--- config.mk ---
export PLATFORM = sky130hd
export DESIGN_NAME = rt_msg_validator
export DESIGN_NICKNAME = d
export VERILOG_FILES = /design/src/rtl/rtv_pkg.sv /design/src/rtl/rtv_cmd_decode.sv /design/src/rtl/rtv_buf_addr.sv /design/src/rtl/rtv_gap_timer.sv /design/src/rtl/rt_msg_validator.sv
export SDC_FILE = /design/constraint.sdc
export NUM_CORES = 1
export LEC_CHECK = 0
export BUFFER_PORTS_ARGS = -buffer_cell sky130_fd_sc_hd__clkbuf_2
export CAP_MARGIN = 20
export CORE_MARGIN = 8
export CORE_UTILIZATION = 59
export DETAILED_ROUTE_END_ITERATION = 12
export PLACE_DENSITY = 0.89
export SLEW_MARGIN = 20
export SYNTH_ARGS = -nofsm -noshare
export SYNTH_HDL_FRONTEND = slang
export SYNTH_SLANG_ARGS = --single-unit
--- constraint.sdc ---
create_clock -name clk -period 4.2 [get_ports clk]
set_input_delay 1.26 -clock clk [delete_from_list [all_inputs] [get_ports clk]]
set_output_delay 1.26 -clock clk [all_outputs]
set_load 0.02 [all_outputs]
--- src/rtl/rtv_pkg.sv ---
package rtv_pkg;

    typedef struct packed {
        logic [4:0] rt;
        logic       tr;
        logic [4:0] sa;
        logic [4:0] wc;
    } cmd_t;

    localparam logic [4:0] BCAST_RT = 5'd31;

    // status bit positions
    localparam int S_CPAR  = 0;
    localparam int S_DPAR  = 1;
    localparam int S_BCAST = 3;
    localparam int S_MODE  = 4;
    localparam int S_CHAN  = 5;
    localparam int S_RTRT  = 6;
    localparam int S_CMAN  = 7;
    localparam int S_CNT   = 8;
    localparam int S_FATAL = 9;
    localparam int S_ERR   = 10;
    localparam int S_COVR  = 11;
    localparam int S_DOVR  = 12;
    localparam int S_DMAN  = 13;
    localparam int S_ILL   = 14;
    localparam int S_FIRST = 15;

    localparam logic [15:0] ERR_MASK = 16'h7B83;

    function automatic logic mode_legal(input logic [4:0] code, input logic tr,
                                        input logic bc);
        logic ok;
        ok = 1'b0;
        if (tr) begin
            if (code <= 5'd8)
                ok = !(bc && code == 5'd2);
            else if (code == 5'd16 || code == 5'd18 || code == 5'd19)
                ok = !bc;
        end else begin
            ok = (code == 5'd17 || code == 5'd20 || code == 5'd21);
        end
        return ok;
    endfunction

endpackage

--- src/rtl/rtv_cmd_decode.sv ---
module rtv_cmd_decode
    import rtv_pkg::*;
#(
    parameter int MAX_WORDS = 32,
    localparam int CNT_W = $clog2(MAX_WORDS + 1)
) (
    input  logic [15:0]      cmd_word,
    input  logic [4:0]       own0,
    input  logic [4:0]       own1,
    output logic             tr,
    output logic [4:0]       sa,
    output logic             bcast,
    output logic             mode,
    output logic             illegal,
    output logic             stores,
    output logic             sel1,
    output logic [CNT_W-1:0] exp_cnt
);
    cmd_t c;
    logic ours;

    always_comb begin
        c       = cmd_t'(cmd_word);
        tr      = c.tr;
        sa      = c.sa;
        bcast   = (c.rt == BCAST_RT);
        mode    = (c.sa == 5'd0) || (c.sa == 5'd31);
        ours    = bcast || (c.rt == own0) || (c.rt == own1);
        sel1    = (c.rt == own1) && (c.rt != own0) && !bcast;
        stores  = ours && !c.tr && !mode;
        illegal = mode && !mode_legal(c.wc, c.tr, bcast);
        if (mode)
            exp_cnt = (!c.tr && (c.wc == 5'd17 || c.wc == 5'd20 || c.wc == 5'd21))
                      ? CNT_W'(1) : '0;
        else if (c.tr)
            exp_cnt = '0;
        else if (c.wc == 5'd0)
            exp_cnt = CNT_W'(MAX_WORDS);
        else
            exp_cnt = CNT_W'(c.wc);
    end

endmodule

--- src/rtl/rtv_buf_addr.sv ---
module rtv_buf_addr #(
    parameter int              ADDR_W     = 12,
    parameter int              SA_W       = 5,
    parameter int              IDX_W      = 5,
    parameter logic [ADDR_W-1:0] TERM1_BASE = 12'h800
) (
    input  logic              sel1,
    input  logic [SA_W-1:0]   sa,
    input  logic [IDX_W-1:0]  idx,
    output logic [ADDR_W-1:0] addr
);
    logic [ADDR_W-1:0] base;
    logic [ADDR_W-1:0] slot;

    always_comb begin
        base = sel1 ? TERM1_BASE : '0;
        slot = ADDR_W'({sa, idx});
        addr = base + slot;
    end

endmodule

--- src/rtl/rtv_gap_timer.sv ---
module rtv_gap_timer #(
    parameter int GAP_CYCLES = 32,
    localparam int GW = $clog2(GAP_CYCLES + 1)
) (
    input  logic clk,
    input  logic rst_n,
    input  logic active,
    input  logic word_seen,
    output logic expire
);
    logic [GW-1:0] cnt_d, cnt_q;

    always_comb begin
        expire = active && !word_seen && (cnt_q == GW'(GAP_CYCLES - 1));
        cnt_d  = cnt_q;
        if (word_seen || !active || expire)
            cnt_d = '0;
        else
            cnt_d = cnt_q + GW'(1);
    end

    always_ff @(posedge clk or negedge rst_n) begin
        if (!rst_n) cnt_q <= '0;
        else        cnt_q <= cnt_d;
    end

endmodule

--- src/rtl/rt_msg_validator.sv ---
module rt_msg_validator
    import rtv_pkg::*;
#(
    parameter int              GAP_CYCLES = 32,
    parameter int              MAX_WORDS  = 32,
    parameter int              ADDR_W     = 12,
    parameter logic [ADDR_W-1:0] TERM1_BASE = 12'h800
) (
    input  logic              clk,
    input  logic              rst_n,
    input  logic              word_valid,
    input  logic              word_is_cmd,
    input  logic [15:0]       word_data,
    input  logic              word_par_ok,
    input  logic              word_man_ok,
    input  logic              word_chan,
    input  logic [4:0]        own_addr0,
    input  logic [4:0]        own_addr1,
    output logic [15:0]       status,
    output logic              frame_done,
    output logic              mem_we,
    output logic [ADDR_W-1:0] mem_addr,
    output logic [15:0]       mem_wdata
);
    localparam int CNT_W = $clog2(MAX_WORDS + 1);
    localparam int IDX_W = $clog2(MAX_WORDS);
    localparam int SA_W  = 5;

    typedef struct packed {
        logic              active;
        logic              cmd_ok;
        logic              first_tr;
        logic              sel1;
        logic              stores;
        logic [SA_W-1:0]   sa;
        logic [CNT_W-1:0]  cnt;
        logic [CNT_W-1:0]  exp_cnt;
        logic [1:0]        ncmd;
        logic [15:0]       work;
        logic [15:0]       stat;
        logic              done;
        logic              we;
        logic [ADDR_W-1:0] waddr;
        logic [15:0]       wdata;
    } st_t;

    st_t st_d, st_q, cur;

    logic             d_tr, d_bcast, d_mode, d_ill, d_stores, d_sel1;
    logic [4:0]       d_sa;
    logic [CNT_W-1:0] d_exp;
    logic             gap_expire;
    logic [ADDR_W-1:0] slot_addr;
    logic             word_good;
    logic [15:0]      fin;

    rtv_cmd_decode #(.MAX_WORDS(MAX_WORDS)) u_dec (
        .cmd_word (word_data),
        .own0     (own_addr0),
        .own1     (own_addr1),
        .tr       (d_tr),
        .sa       (d_sa),
        .bcast    (d_bcast),
        .mode     (d_mode),
        .illegal  (d_ill),
        .stores   (d_stores),
        .sel1     (d_sel1),
        .exp_cnt  (d_exp)
    );

    rtv_gap_timer #(.GAP_CYCLES(GAP_CYCLES)) u_gap (
        .clk       (clk),
        .rst_n     (rst_n),
        .active    (st_q.active),
        .word_seen (word_valid),
        .expire    (gap_expire)
    );

    // frame state as seen by an incoming word: cleared when no frame is open
    always_comb begin
        cur = st_q;
        if (!st_q.active) begin
            cur.cmd_ok   = 1'b0;
            cur.first_tr = 1'b0;
            cur.sel1     = 1'b0;
            cur.stores   = 1'b0;
            cur.sa       = '0;
            cur.cnt      = '0;
            cur.exp_cnt  = '0;
            cur.ncmd     = '0;
            cur.work     = '0;
        end
    end

    rtv_buf_addr #(
        .ADDR_W     (ADDR_W),
        .SA_W       (SA_W),
        .IDX_W      (IDX_W),
        .TERM1_BASE (TERM1_BASE)
    ) u_addr (
        .sel1 (cur.sel1),
        .sa   (cur.sa),
        .idx  (cur.cnt[IDX_W-1:0]),
        .addr (slot_addr)
    );

    always_comb begin
        word_good = word_par_ok && word_man_ok;
        fin       = st_q.work;
        st_d      = st_q;
        st_d.done = 1'b0;
        st_d.we   = 1'b0;

        if (word_valid) begin
            st_d        = cur;
            st_d.done   = 1'b0;
            st_d.we     = 1'b0;
            st_d.active = 1'b1;
            if (!st_q.active) begin
                st_d.work[S_FIRST] = !word_is_cmd;
                st_d.work[S_CHAN]  = word_chan;
            end

            if (word_is_cmd) begin
                if (!word_par_ok) st_d.work[S_CPAR] = 1'b1;
                if (!word_man_ok) st_d.work[S_CMAN] = 1'b1;
                if (!st_q.active) begin
                    if (word_good) begin
                        st_d.cmd_ok        = 1'b1;
                        st_d.first_tr      = d_tr;
                        st_d.sa            = d_sa;
                        st_d.sel1          = d_sel1;
                        st_d.stores        = d_stores;
                        st_d.exp_cnt       = d_exp;
                        st_d.work[S_BCAST] = d_bcast;
                        st_d.work[S_MODE]  = d_mode;
                        st_d.work[S_ILL]   = d_ill;
                    end
                end else if (cur.ncmd == 2'd1 && cur.cmd_ok && !cur.first_tr &&
                             cur.cnt == '0 && d_tr && !cur.work[S_RTRT]) begin
                    st_d.work[S_RTRT] = 1'b1;
                end else begin
                    st_d.work[S_COVR] = 1'b1;
                end
                if (cur.ncmd != 2'd3)
                    st_d.ncmd = cur.ncmd + 2'd1;
            end else begin
                if (!word_par_ok) st_d.work[S_DPAR] = 1'b1;
                if (!word_man_ok) st_d.work[S_DMAN] = 1'b1;
                if (cur.cnt == CNT_W'(MAX_WORDS)) begin
                    st_d.work[S_DOVR] = 1'b1;
                end else begin
                    st_d.cnt = cur.cnt + CNT_W'(1);
                    if (cur.stores && word_good) begin
                        st_d.we    = 1'b1;
                        st_d.waddr = slot_addr;
                        st_d.wdata = word_data;
                    end
                end
            end
        end else if (gap_expire) begin
            if (st_q.cmd_ok && st_q.cnt != st_q.exp_cnt)
                fin[S_CNT] = 1'b1;
            if (!st_q.cmd_ok)
                fin[S_FATAL] = 1'b1;
            fin[S_ERR]  = |(fin & ERR_MASK);
            st_d.stat   = fin;
            st_d.done   = 1'b1;
            st_d.active = 1'b0;
        end
    end

    always_ff @(posedge clk or negedge rst_n) begin
        if (!rst_n) st_q <= '0;
        else        st_q <= st_d;
    end

    assign status     = st_q.stat;
    assign frame_done = st_q.done;
    assign mem_we     = st_q.we;
    assign mem_addr   = st_q.waddr;
    assign mem_wdata  = st_q.wdata;

endmodule

==> summary.txt <==
Power and ir drop
  – Power per standard cell area: between 300 and 400 mW/mm²
  – Leak pwr: 2.26 nW
  – Sw Ratio: 26.5%
  – Int Power: between 1 and 1.5 mW
  – Combinational Power Share: 9.7%
  – VDD IR max: 184 µV
  – Psw: roughly 0.44 mW
  – Clock network power share: 35.5%
  – Sequential power share: 54.8%

Worst setup path
  – Worst Setup End Kind: register
  – Required time worst endpoint: approximately 4.4 ns
  – CP Launch Type: register
  – Crit Path Class: reg2reg
  – Maximum fanout along the worst path: 28
  – Worst EP arrival: ~3.2 ns

Synthesis
  – Largest family of logic cells by synthesized area: multiplexers
  – Main synth FF type: dfrtp_1
  – Synth Area in XOR/XNOR: 4.48%
  – Synth Area in Compound Gates: a little under 8%
  – Simple logic cell fraction of the synthesized area: 11.8%
  – EDFF count, synth: 0
  – Register area share after synthesis: 52.4%
  – Mean Syn Cell Area: 11.4 µm²
  – Synthesis warning total: 0
  – Post-synthesis mux area share: 12.0%
  – Count of different cell masters after synthesis: 49
  – Post-synthesis register bit count: 86
  – Synthesized cell area: approximately 0.0041 mm²
  – Post-Synth Adder-Cell Area: less than 1%
  – Share of synthesized registers carrying an async set or reset: 100%
  – Syn Inst Count: 361

Route
  – Vias: 2,721
  – Pre-antenna DRT Iters: 4
  – DR DRC count: 0
  – Wire per inst: 16.5 µm
  – Final wirelength: between 7 and 8 mm
  – Remaining antenna violation count: 0
  – Drt first-iter violations: approximately 130
  – Routed vias/inst: 5.67

Clock network
  – H-tree depth: 3
  – # Post-CTS Setup Buffers: 0
  – Clk sinks: 86
  – Hold buffer count at CTS: 0
  – Post-CTS sizing: 0
  – Reg clk slew, reported paths: ~0.08 ns
  – Clock buffer depth: 2
  – Clock tree from TritonCTS: built
  – Clk_lat worst skew: 0.36 ns
  – CTS Buf Count: 9
  – Root Buffer: clkbuf_8

Global route
  – First-pass GRT wire length: roughly 13 mm
  – GRT Residual Overflow: 0
  – Vias in the first global route: approximately 2.8k
  – Initial antenna violation count: 0
  – Largest net degree at the start of global routing: 87
  – Total Routing Usage GR: about 17%

Timing
  – Tmin final: 2.95 ns
  – RSZ-0062 raised after global routing: false
  – F_max: 0.339 GHz
  – Slew headroom: between 20% and 30%
  – Final hold violations: 0
  – Hold Slack: 0.475 ns
  – Final setup viols: 0
  – Max Clock Skew: 0.0128 ns
  – Worst Tran Pin Value: ~1.1 ns
  – Setup TNS: 0 ns
  – Fin crit share: 70.2%
  – Max Transition Viols Final: 0

Floorplanning
  – Initial Util: 60.8%
  – Row count: 30
  – Core Footprint: 0.00676 mm²
  – Die height: 99.4 µm
  – Die span in x: 99.4 µm
  – I/O pin total: between 70 and 80
  – Die footprint: 0.00989 mm²

Final layout
  – # diodes: 0
  – Util after Layout: about 66%
  – Area Overhead vs Synth: 7.86%
  – Layout cell share with drive strength beyond 1: a little over a third
  – Nets: 431
  – Finished Cell Area: roughly 0.0044 mm²

Placement
  – Gpl congestion: a little over 0.9
  – Dpl cell area: 0.00422 mm²
  – Port bufs: 76
  – Post-DP HPWL: 5.77 mm

Outcome
  – Status: completed

Flow run
  – Maximum capacitance violations: 0

Worst hold path
  – Hold WC Path Type: reg2reg
-- cell type report --
type                            count  area [µm²]
Fill cell                         510        2330
Sequential cell                    86        2150
Multi-Input combinational cell    209        1540
Timing Repair Buffer               76         387
Clock buffer                       10         138
Tap cell                           80         100
Clock inverter                      6        70.1
Inverter                           13        48.8
-- kinds of logic (layout without fill, tap and decap cells) --
| logic type | count (synthesis) | count (layout) |
|---|---|---|
| xor+xnor | 21 | 21 |
| simple gates | 93 | 93 |
| fa+ha+maj | 3 | 3 |
| flops | 86 | 86 |
| buf+inv | 67 | 105 |
| mux | 44 | 44 |
| compound gates | 46 | 46 |
| other cells | 1 | 2 |
-- Yosys cell counts, drive strengths merged (2+ instances only) --
| master | number | area (µm²) |
|---|---|---|
| dfrtp | 86 | 2150 |
| mux2i | 4 | 40.0 |
| or3 | 2 | 12.5 |
| clkbuf | 3 | 11.3 |
| inv | 13 | 48.8 |
| o22ai | 2 | 12.5 |
| or4 | 4 | 33.8 |
| mux2 | 40 | 454 |
| nor2b | 2 | 12.5 |
| a32o | 2 | 20.0 |
| o211ai | 2 | 20.0 |
| o311ai | 2 | 17.5 |
| xor2 | 9 | 78.8 |
| nor3 | 6 | 30.0 |
| or2 | 2 | 12.5 |
| nand4 | 4 | 31.3 |
| buf | 51 | 373 |
| xnor2 | 12 | 105 |
| nand3 | 4 | 20.0 |
| a22o | 9 | 80.1 |
| nand2 | 34 | 128 |
| nor4 | 4 | 31.3 |
| nor4b | 2 | 23.8 |
| ha | 3 | 37.5 |
| nand4b | 2 | 17.5 |
| a21oi | 5 | 25.0 |
| nor2 | 18 | 67.6 |
| o21ai | 13 | 65.1 |
| nand2b | 4 | 25.0 |
| a31oi | 6 | 37.5 |
-- metal layers --
layer,wire length [µm],global-route usage [%],vias up
li1,-,-,1281
met1,3540,21.3,1341
met2,3800,26.8,90
met3,475,4.96,9
met4,112,6.87,0
met5,0,0,-
-- power groups by stage --
stage | clock network (mW) | registers [mW] | logic (mW)
after global routing | 0.637 | 0.919 | 0.186
after floorplan | 0 | 0.906 | 0.117
after global placement | 0 | 0.927 | 0.156
final | 0.593 | 0.914 | 0.162
after detailed placement | 0 | 0.930 | 0.162
after CTS | 0.602 | 0.913 | 0.163
-- critical path, stage by stage, from the launching register on --
cell     delay (ns)
dfrtp_1        0.69
nand2_1        0.21
ha_1           0.24
nor4b_2        0.18
nand3_1        0.22
nand4_2        0.72
mux2_2         0.56
-- through the flow --
step	setup slack [ns]	cells	power (mW)
finish	1.25	480	1.67
global route	0.992	480	1.74
CTS	1.22	480	1.68
detailed placement	0.865	464	1.09
global placement	0.918	464	1.08
floorplan	1.41	362	1.02
-- worst paths after layout --
kind / from / endpoint / slack (ns) / cells after the start
max: cur[85] / mem_wdata[2] / 1.25 / 6
min: u_gap.cnt_q[0] / u_gap.cnt_q[0] / 0.47 / 1
max reg2reg: cur[85] / mem_wdata[2] / 1.25 / 6
min reg2reg: u_gap.cnt_q[0] / u_gap.cnt_q[0] / 0.47 / 1
max in group asynchronous: rst_n / status[10] / 2.75 / 1
min in group asynchronous: rst_n / mem_wdata[7] / 0.94 / 1
-- placed cells by master (no fill, tap or decap), types with 4 or more instances in the layout --
master,n
a21oi_1,5
a22o_1,8
a31oi_1,6
clkbuf_2,75
clkbuf_8,10
dfrtp_1,86
inv_1,13
mux2_2,39
mux2i_1,4
nand2_1,34
nand2b_1,4
nand3_1,4
nor2_1,18
nor3_1,6
o21ai_0,13
xnor2_1,12
xor2_1,9
Power figures use the tool's default switching activity.
